[src/rtl/exc_pkg.sv]
package exc_pkg;
  localparam int STAT_W   = 6;
  localparam int ILVL_W   = 4;
  localparam int EXCM_BIT = 4;
  localparam int UM_BIT   = 5;
  localparam int MIN_LVL  = 2;
  localparam int MAX_LVL  = 6;
  localparam int NLVL     = MAX_LVL - MIN_LVL + 1;

  typedef enum logic [2:0] {
    VEC_NONE   = 3'd0,
    VEC_USER   = 3'd1,
    VEC_KERNEL = 3'd2,
    VEC_DOUBLE = 3'd3,
    VEC_DEBUG  = 3'd4
  } vec_e;
endpackage

[src/rtl/exc_arbiter.sv]
module exc_arbiter
  import exc_pkg::*;
#(
  parameter int DBG_LEVEL = 3
) (
  input  logic [STAT_W-1:0] stat_i,
  input  logic              exc_req_i,
  input  logic              dbg_req_i,
  output logic              take_gen_o,
  output logic              take_dbg_o,
  output vec_e              vec_o
);
  logic dbg_open;

  // debug accepted only below its own level
  assign dbg_open   = stat_i[ILVL_W-1:0] < ILVL_W'(DBG_LEVEL);
  assign take_dbg_o = dbg_req_i && dbg_open;
  assign take_gen_o = exc_req_i && !take_dbg_o;

  always_comb begin
    vec_o = VEC_NONE;
    if (take_dbg_o)                vec_o = VEC_DEBUG;
    else if (take_gen_o) begin
      if (stat_i[EXCM_BIT])        vec_o = VEC_DOUBLE;
      else if (stat_i[UM_BIT])     vec_o = VEC_USER;
      else                         vec_o = VEC_KERNEL;
    end
  end
endmodule

[src/rtl/exc_gen_regs.sv]
module exc_gen_regs #(
  parameter int XLEN       = 32,
  parameter int CAUSE_W    = 6,
  parameter bit HAS_DBL_PC = 1'b1
) (
  input  logic               clk,
  input  logic               rst,
  input  logic               take_i,
  input  logic               in_exc_i,
  input  logic [CAUSE_W-1:0] cause_i,
  input  logic [XLEN-1:0]    pc_i,
  input  logic               addr_vld_i,
  input  logic [XLEN-1:0]    vaddr_i,
  output logic [XLEN-1:0]    ret_pc1_o,
  output logic [XLEN-1:0]    dbl_pc_o,
  output logic [CAUSE_W-1:0] cause_o,
  output logic [XLEN-1:0]    vaddr_o
);
  always_ff @(posedge clk) begin
    if (rst) begin
      cause_o <= '0;
      vaddr_o <= '0;
    end else if (take_i) begin
      cause_o <= cause_i;
      if (addr_vld_i) vaddr_o <= vaddr_i;
    end
  end

  generate
    if (HAS_DBL_PC) begin : g_dbl
      always_ff @(posedge clk) begin
        if (rst) begin
          ret_pc1_o <= '0;
          dbl_pc_o  <= '0;
        end else if (take_i) begin
          if (in_exc_i) dbl_pc_o  <= pc_i;
          else          ret_pc1_o <= pc_i;
        end
      end

      // nested fault leaves the first-level PC alone
      a_r3_pc1_kept : assert property (@(posedge clk) disable iff (rst)
        (take_i && in_exc_i) |=> $stable(ret_pc1_o));
    end else begin : g_single
      always_ff @(posedge clk) begin
        if (rst)         ret_pc1_o <= '0;
        else if (take_i) ret_pc1_o <= pc_i;
      end
      assign dbl_pc_o = '0;
    end
  endgenerate

  // address only captured when flagged
  a_r5_addr_hold : assert property (@(posedge clk) disable iff (rst)
    !(take_i && addr_vld_i) |=> $stable(vaddr_o));
endmodule

[src/rtl/exc_dbg_regs.sv]
module exc_dbg_regs
  import exc_pkg::*;
#(
  parameter int XLEN      = 32,
  parameter int DCAUSE_W  = 6,
  parameter int DBG_LEVEL = 3
) (
  input  logic                   clk,
  input  logic                   rst,
  input  logic                   take_i,
  input  logic [DCAUSE_W-1:0]    cause_i,
  input  logic [XLEN-1:0]        pc_i,
  input  logic [STAT_W-1:0]      stat_old_i,
  output logic [DCAUSE_W-1:0]    cause_o,
  output logic [NLVL*XLEN-1:0]   lvl_pc_o,
  output logic [NLVL*STAT_W-1:0] lvl_stat_o
);
  localparam int SLOT = DBG_LEVEL - MIN_LVL;

  always_ff @(posedge clk) begin
    if (rst)         cause_o <= '0;
    else if (take_i) cause_o <= cause_i;
  end

  generate
    for (genvar g = 0; g < NLVL; g++) begin : g_lvl
      if (g == SLOT) begin : g_live
        always_ff @(posedge clk) begin
          if (rst) begin
            lvl_pc_o[g*XLEN +: XLEN]       <= '0;
            lvl_stat_o[g*STAT_W +: STAT_W] <= '0;
          end else if (take_i) begin
            lvl_pc_o[g*XLEN +: XLEN]       <= pc_i;
            lvl_stat_o[g*STAT_W +: STAT_W] <= stat_old_i;
          end
        end
      end else begin : g_idle
        assign lvl_pc_o[g*XLEN +: XLEN]       = '0;
        assign lvl_stat_o[g*STAT_W +: STAT_W] = '0;
      end
    end
  endgenerate

  // saved status is the word before entry
  a_r6_saved_stat : assert property (@(posedge clk) disable iff (rst)
    take_i |=> (lvl_stat_o[SLOT*STAT_W +: STAT_W] == $past(stat_old_i)));
  // bank only moves on a taken debug request
  a_r11_bank_quiet : assert property (@(posedge clk) disable iff (rst)
    !take_i |=> ($stable(lvl_pc_o) && $stable(lvl_stat_o)));
endmodule

[src/rtl/exc_entry_ctrl.sv]
module exc_entry_ctrl
  import exc_pkg::*;
#(
  parameter int XLEN       = 32,
  parameter int CAUSE_W    = 6,
  parameter int DCAUSE_W   = 6,
  parameter int DBG_LEVEL  = 3,
  parameter bit HAS_DBL_PC = 1'b1
) (
  input  logic                   clk,
  input  logic                   rst,
  input  logic                   exc_req_i,
  input  logic [CAUSE_W-1:0]     exc_cause_i,
  input  logic [XLEN-1:0]        exc_pc_i,
  input  logic                   exc_addr_vld_i,
  input  logic [XLEN-1:0]        exc_vaddr_i,
  input  logic                   dbg_req_i,
  input  logic [DCAUSE_W-1:0]    dbg_cause_i,
  input  logic [XLEN-1:0]        dbg_pc_i,
  input  logic                   stat_wr_i,
  input  logic [5:0]             stat_wdata_i,
  output logic [5:0]             stat_o,
  output logic [XLEN-1:0]        ret_pc1_o,
  output logic [XLEN-1:0]        dbl_ret_pc_o,
  output logic [CAUSE_W-1:0]     cause_o,
  output logic [XLEN-1:0]        fault_addr_o,
  output logic [DCAUSE_W-1:0]    dbg_cause_o,
  output logic [5*XLEN-1:0]      lvl_pc_o,
  output logic [5*6-1:0]         lvl_stat_o,
  output logic [2:0]             vec_o
);
  logic [STAT_W-1:0] stat_q;
  logic              take_gen, take_dbg;
  vec_e              vec_nxt, vec_q;

  exc_arbiter #(.DBG_LEVEL(DBG_LEVEL)) u_arb (
    .stat_i     (stat_q),
    .exc_req_i  (exc_req_i),
    .dbg_req_i  (dbg_req_i),
    .take_gen_o (take_gen),
    .take_dbg_o (take_dbg),
    .vec_o      (vec_nxt)
  );

  always_ff @(posedge clk) begin
    if (rst) begin
      stat_q <= '0;
      vec_q  <= VEC_NONE;
    end else begin
      vec_q <= vec_nxt;
      if (take_dbg) begin
        stat_q[ILVL_W-1:0] <= ILVL_W'(DBG_LEVEL);
        stat_q[EXCM_BIT]   <= 1'b1;
      end else if (take_gen) begin
        stat_q[EXCM_BIT]   <= 1'b1;
      end else if (stat_wr_i && !exc_req_i && !dbg_req_i) begin
        stat_q <= stat_wdata_i;
      end
    end
  end

  exc_gen_regs #(.XLEN(XLEN), .CAUSE_W(CAUSE_W), .HAS_DBL_PC(HAS_DBL_PC)) u_gen (
    .clk        (clk),
    .rst        (rst),
    .take_i     (take_gen),
    .in_exc_i   (stat_q[EXCM_BIT]),
    .cause_i    (exc_cause_i),
    .pc_i       (exc_pc_i),
    .addr_vld_i (exc_addr_vld_i),
    .vaddr_i    (exc_vaddr_i),
    .ret_pc1_o  (ret_pc1_o),
    .dbl_pc_o   (dbl_ret_pc_o),
    .cause_o    (cause_o),
    .vaddr_o    (fault_addr_o)
  );

  exc_dbg_regs #(.XLEN(XLEN), .DCAUSE_W(DCAUSE_W), .DBG_LEVEL(DBG_LEVEL)) u_dbg (
    .clk        (clk),
    .rst        (rst),
    .take_i     (take_dbg),
    .cause_i    (dbg_cause_i),
    .pc_i       (dbg_pc_i),
    .stat_old_i (stat_q),
    .cause_o    (dbg_cause_o),
    .lvl_pc_o   (lvl_pc_o),
    .lvl_stat_o (lvl_stat_o)
  );

  assign stat_o = stat_q;
  assign vec_o  = vec_q;

  // any request leaves the in-exception flag set
  a_r4_excm_set : assert property (@(posedge clk) disable iff (rst)
    exc_req_i |=> stat_o[EXCM_BIT]);
  // accepted debug raises the level and selects the debug vector
  a_r6_level_up : assert property (@(posedge clk) disable iff (rst)
    (dbg_req_i && stat_o[3:0] < 4'(DBG_LEVEL)) |=>
      (stat_o[3:0] == 4'(DBG_LEVEL) && vec_o == VEC_DEBUG));
  // masked debug alone leaves no trace
  a_r7_masked : assert property (@(posedge clk) disable iff (rst)
    (dbg_req_i && !exc_req_i && stat_o[3:0] >= 4'(DBG_LEVEL)) |=>
      (vec_o == VEC_NONE && $stable(dbg_cause_o) && $stable(stat_o)));
  // debug wins over a simultaneous general request
  a_r8_dbg_wins : assert property (@(posedge clk) disable iff (rst)
    (dbg_req_i && exc_req_i && stat_o[3:0] < 4'(DBG_LEVEL)) |=>
      ($stable(cause_o) && $stable(ret_pc1_o)));
  // no request, no vector
  a_r9_idle : assert property (@(posedge clk) disable iff (rst)
    (!exc_req_i && !dbg_req_i) |=> vec_o == VEC_NONE);
endmodule

[config.mk]
export PLATFORM = sky130hd
export DESIGN_NAME = exc_entry_ctrl
export DESIGN_NICKNAME = d
export VERILOG_FILES = /design/src/rtl/exc_pkg.sv /design/src/rtl/exc_arbiter.sv /design/src/rtl/exc_gen_regs.sv /design/src/rtl/exc_dbg_regs.sv /design/src/rtl/exc_entry_ctrl.sv
export SDC_FILE = /design/constraint.sdc
export NUM_CORES = 1
export LEC_CHECK = 0
export BUFFER_PORTS_ARGS = -buffer_cell sky130_fd_sc_hd__buf_4
export CAP_MARGIN = 20
export CORE_AREA = 8 8 158 160
export DETAILED_ROUTE_END_ITERATION = 10
export DIE_AREA = 0 0 166 168
export PLACE_DENSITY = 0.71
export REMOVE_ABC_BUFFERS = 1
export SLEW_MARGIN = 0
export SYNTH_ARGS = -nofsm -noshare
export SYNTH_HDL_FRONTEND = slang
export SYNTH_HIERARCHICAL = 1
export SYNTH_SLANG_ARGS = --single-unit
export TNS_END_PERCENT = 100
[constraint.sdc]
create_clock -name clk -period 5.5 [get_ports clk]
set_clock_uncertainty 0.1 [all_clocks]
set_input_delay 1.375 -clock clk [delete_from_list [all_inputs] [get_ports clk]]
set_output_delay 1.375 -clock clk [all_outputs]
set_load 0.1 [all_outputs]
Word-level counts from Yosys, hierarchy flattened
Index checks and enable logic that the tools add are counted.
{"block": "word_totals", "ff_bits": 155, "elab_cells": 43}
{"block": "classes", "n_lt_le_gt_ge": 1, "eq_ne": 1, "muxes": 8, "n_bitwise": 3, "n_reduce_logical": 17}
{"op": "two-way mux 5 bit", "n": 2}
{"op": "AND reduction 2 bit", "n": 5}
{"op": "two-way mux 3 bit", "n": 3}
{"op": "logical AND 1 bit", "n": 4}
{"op": "< comparator 4 x 2 -> 1 bit (second input constant)", "n": 1}
{"op": "two-way mux 4 bit", "n": 1}
{"op": "logical NOT 1 bit", "n": 3}
{"op": "inverter 1 bit", "n": 3}
{"op": "AND reduction 3 bit", "n": 1}
{"op": "nonzero test 3 bit", "n": 1}
{"op": "OR reduction 3 bit", "n": 1}
{"op": "two-way mux 2 bit", "n": 1}
{"op": "inequality test 2 x 1 -> 1 bit (second input constant)", "n": 1}
{"op": "nonzero test 2 bit", "n": 1}
{"op": "OR reduction 2 bit", "n": 1}
{"op": "two-way mux 1 bit", "n": 1}

Longest topological paths before layout
{"block": "logic_depth", "depth_word": 6, "ltp_mapped": 7}

By module
The synthesis kept the hierarchy.
{"module": "exc_gen_regs", "n_inst": 1, "cells_each": 409, "area_each_um2": 4239.1}
{"module": "exc_dbg_regs", "n_inst": 1, "cells_each": 295, "area_each_um2": 2742.6}
{"module": "exc_entry_ctrl", "n_inst": 1, "cells_each": 32, "area_each_um2": 345.3}
{"module": "exc_arbiter", "n_inst": 1, "cells_each": 10, "area_each_um2": 73.8}

Least setup slack after synthesis
OpenSTA, ideal clock, no wires.
{"block": "synth_path", "path_type": "input -> register", "start": "input port dbg_req_i", "end": "register u_gen.ret_pc1_o[10]", "arrival_ns": 2.645, "required_time_ns": 5.328, "path_slack_ns": 2.683, "stages": 7, "path_buffers": 3, "path_cell_list": "nor3b_4 a21oi_1 buf_6 nor2b_4 buf_6 buf_6 mux2i_1"}
{"block": "synth_via", "elab_chain_cells": 4}
{"element": "from (decl)", "line": "exc_entry_ctrl.sv:17", "source": "input logic dbg_req_i,"}
{"element": "logical AND 1 bit", "line": "exc_arbiter.sv:17", "source": "assign take_dbg_o = dbg_req_i && dbg_open;"}
{"element": "logical NOT 1 bit", "line": "exc_arbiter.sv:18", "source": "assign take_gen_o = exc_req_i && !take_dbg_o;"}
{"element": "logical AND 1 bit", "line": "exc_arbiter.sv:18"}
{"element": "named net take_gen", "line": "exc_entry_ctrl.sv:33", "source": "logic take_gen, take_dbg;"}
{"element": "AND reduction 2 bit (no source line)"}
{"element": "to (signal assigned)", "line": "exc_gen_regs.sv:37", "source": "else ret_pc1_o <= pc_i;"}
{"element": "to (decl)", "line": "exc_gen_regs.sv:14", "source": "output logic [XLEN-1:0] ret_pc1_o,"}
The timed path passes the listed nets, and every way through them passes these cells.
A chain may end at the register's enable or synchronous reset.

Worst setup path after layout
{"block": "layout_path", "start": "input port dbg_req_i", "end": "register u_gen.ret_pc1_o[7]"}
Same word-level chain as after synthesis.

==> reports/qor.yml <==
status: "completed"
hold_path.class: "flip-flop to flip-flop"
synth-simple-area-share: 0.147
grt_use_total: 0.132
hold_path_depth: 2
netlist_top_cells_count: "158 x buf_4, 155 x dfxtp_1, 117 x mux2i_1, 97 x nand2b_1, 53 x nor2_1"
cts_resized: 0
ys.flop_type: "dfxtp_1"
hold_violations: 0
finalMaxSlewViolations: 0
min-delay-start: "u_gen/ret_pc1_o[23]$_SDFFE_PP0P_"
area_delta_synth_final_pct: 29.5
cts_setup_buffers: 0
pwr-share-clk: 0.331
fillers: 2211
syn_inst: 746
design_area_mm2: 0.00958
worst_pin_slew_ps: 871
ys_async_sr_fraction: 0
startpoint: "dbg_req_i"
drtPass1Iterations: 5
path_depth: 6
cellPowerDensity_mw_per_mm2: 382
grt_pass1_wl_um: 30400
grt.overflow.total: 0
arrival_ps: 3230
rrSetupSlack_ps: 3190
synth_top_family_by_area: "buffers and inverters"
avgSynthCellArea_um2: 9.92
clkTransAtPathRegs_ps: 60
worstPathRequired_ps: 5730
htreeDepth: 4
critPathMaxStageDelay_ps: 610
io-pin-count: 427
dp_hpwl_um: 14900
seqPwrFrac: 0.331
setup_viol: 0
post-route-drc-count: 0
synth_fa_ha_area_frac: 0
insertion_delay_ps: 410
clockRootBuffer: "clkbuf_16"
multiInputGateArea_mm2: 0.00339
cts_tree: "built"
p_comb_frac: 0.338
cp_cell_sequence: "buf_4, nor3b_4, a21oi_4, nor2b_4, buf_4, mux2i_1"
synth_mux_area_frac: 0.158
synth_area_leaders: "dfxtp_1 42%, buf_4 16%, mux2i_1 16%"
first_global_vias: 5465
vdd_drop_max_v: 0.000194
fp-row-count: 55
r2r-start: "stat_o[0]$_SDFFE_PP0P_"
cpMaxStageDelayCell: "nor2b_4"
synth_compound_area_frac: 0.0737
start_util: 0.331
max-slew-margin-rel: 0.419
vias: 5328
io_buffer_count: 274
hold_end: "u_gen/ret_pc1_o[23]$_SDFFE_PP0P_"
max_cap_viol_count: 0
core-area_mm2: 0.0224
p_int_w: 0.00210
timing.critical_path.mode_cell: "buf_4"
synth_xor_area_frac: 0
swShare: 0.428
fmax_mhz: 334
finalSetupTns_ps: 0
worstRegToRegCells: 5
yosysWarningCount: 6
r2r-end: "u_gen/ret_pc1_o[7]$_SDFFE_PP0P_"
period_needed_ps: 3000
period_share: 0.545
cts_buffer_depth: 2
crit_type: "input port to flip-flop"
cp_top_family: "simple AND/OR/NAND/NOR gates"
synth.ff_latch_count: 155
switching_power_w: 0.00157
dpl_cell_area_mm2: 0.00897
die_h_um: 168
final_antenna_net_count: 0
synth_edf_count: 0
yosysTopAreaCell: "dfxtp_1"
yosysSeqAreaShare: 0.419
cts.sinks: 155
drtIter0Drc: 184
die_w_um: 166
nets: 1115
die_area_mm2: 0.0279
start_kind: "input port"
synth_top_area_share: 0.419
cp-end-kind: "flip-flop"
p_leak_nw: 4.67
critPathBufInv: 2
antenna_found_initial: 0
wire_per_inst_um: 15.1
grt_max_degree: 106
postRouteWirelength_um: 19500
power_w: 0.00366
drive_above_1_share: 0.349
syn_area_mm2: 0.00740
n_antenna_cell: 0
holdBufCountCts: 0
regArea_mm2: 0.00310
cts-buffers-inserted: 17
gp_congestion: 0.737
cp_max_fo: 18
via_per_inst: 4.12
synthMostInstantiatedCell: "buf_4"
rsz0062_at_grt: "false"
ys_types: 28
-- how the worst max path moves through the flow --
| stage | endpoint | slack, ps |
|---|---|---|
| after floorplan | u_gen/dbl_pc_o[0]$_SDFFE_PP0P_ | -1110 |
| after global placement | u_gen/ret_pc1_o[23]$_SDFFE_PP0P_ | 2100 |
| after detailed placement | u_gen/ret_pc1_o[27]$_SDFFE_PP0P_ | 2060 |
| after CTS | u_gen/ret_pc1_o[18]$_SDFFE_PP0P_ | 2500 |
| after global routing | u_gen/ret_pc1_o[1]$_SDFFE_PP0P_ | 2370 |
| final | u_gen/ret_pc1_o[7]$_SDFFE_PP0P_ | 2500 |
-- placed cells by master (no fill, tap or decap), types with 3 or more instances in the layout --
master / Yosys / layout
buf_4: 158 / 279
dfxtp_1: 155 / 155
conb_1: 1 / 152
mux2i_1: 117 / 117
nand2b_1: 97 / 97
nor2_1: 53 / 53
a21oi_1: 36 / 35
nand3_1: 32 / 32
a21bo_2: 32 / 32
clkbuf_16: 0 / 17
inv_6: 0 / 5
nor3_1: 4 / 4
clkinv_4: 0 / 4
inv_1: 3 / 3
nor2b_1: 3 / 3
-- state kept, by name, summed over array words and instances (netlist names) --
register	cells
stat_o	6
u_gen/cause_o	6
u_dbg/cause_o	6
u_gen/ret_pc1_o	32
u_dbg/lvl_pc_o	32
vec_o	3
u_gen/vaddr_o	32
u_dbg/lvl_stat_o	6
u_gen/dbl_pc_o	32
-- worst reg2reg max path, delay by kind of cell (launching register included) --
kind / cells / cell delay, ps
muxes: 1 / 240
and+or+nand+nor: 2 / 780
AOI/OAI and AO/OA: 1 / 270
DFF: 1 / 390
buffers and inverters: 1 / 450
-- final cells by class --
type | instances | area share
flip-flops and latches | 155 | 0.324
well taps | 285 | 0.0372
clock inverters | 13 | 0.0161
multi-input cells | 538 | 0.354
repair buffers | 280 | 0.221
clock buffers | 19 | 0.0473
inverters | 3 | 0.00118
-- through the flow --
step	util	setup slack [ps]	instances	hold WS, ps
2_1_floorplan	-	-1110	696	815
3_3_place_gp	0.401	2100	1261	358
3_5_place_dp	0.401	2060	1261	365
4_1_cts	0.428	2500	1293	378
5_1_grt	0.428	2370	1293	398
6_report	0.428	2500	1293	374
-- routing by layer --
metal	vias up	global-route usage	part of all wire
met5	-	0	0
met4	0	0.0281	0.0068
met3	9	0.0681	0.099
met2	206	0.241	0.52
met1	2453	0.133	0.38
li1	2660	-	-
-- logic make-up (layout without fill, tap and decap cells) --
kind of cell,Yosys count,in the layout
AND/OR/NAND/NOR,196,196
other,1,152
multiplexers,117,117
flip-flops,155,155
AO/OA/AOI/OAI,73,73
buffers and inverters,204,315
-- power by group through the flow --
| stage | registers [W] | clock network [W] | logic (W) |
|---|---|---|---|
| 4_1_cts | 0.00121 | 0.00125 | 0.00124 |
| 6_report | 0.00121 | 0.00121 | 0.00124 |
| 2_1_floorplan | 0.00166 | 0 | 0.000598 |
| 5_1_grt | 0.00122 | 0.00130 | 0.00128 |
| 3_5_place_dp | 0.00124 | 0 | 0.00124 |
| 3_3_place_gp | 0.00124 | 0 | 0.00123 |
Note: power is estimated with default switching activity, not from simulation.
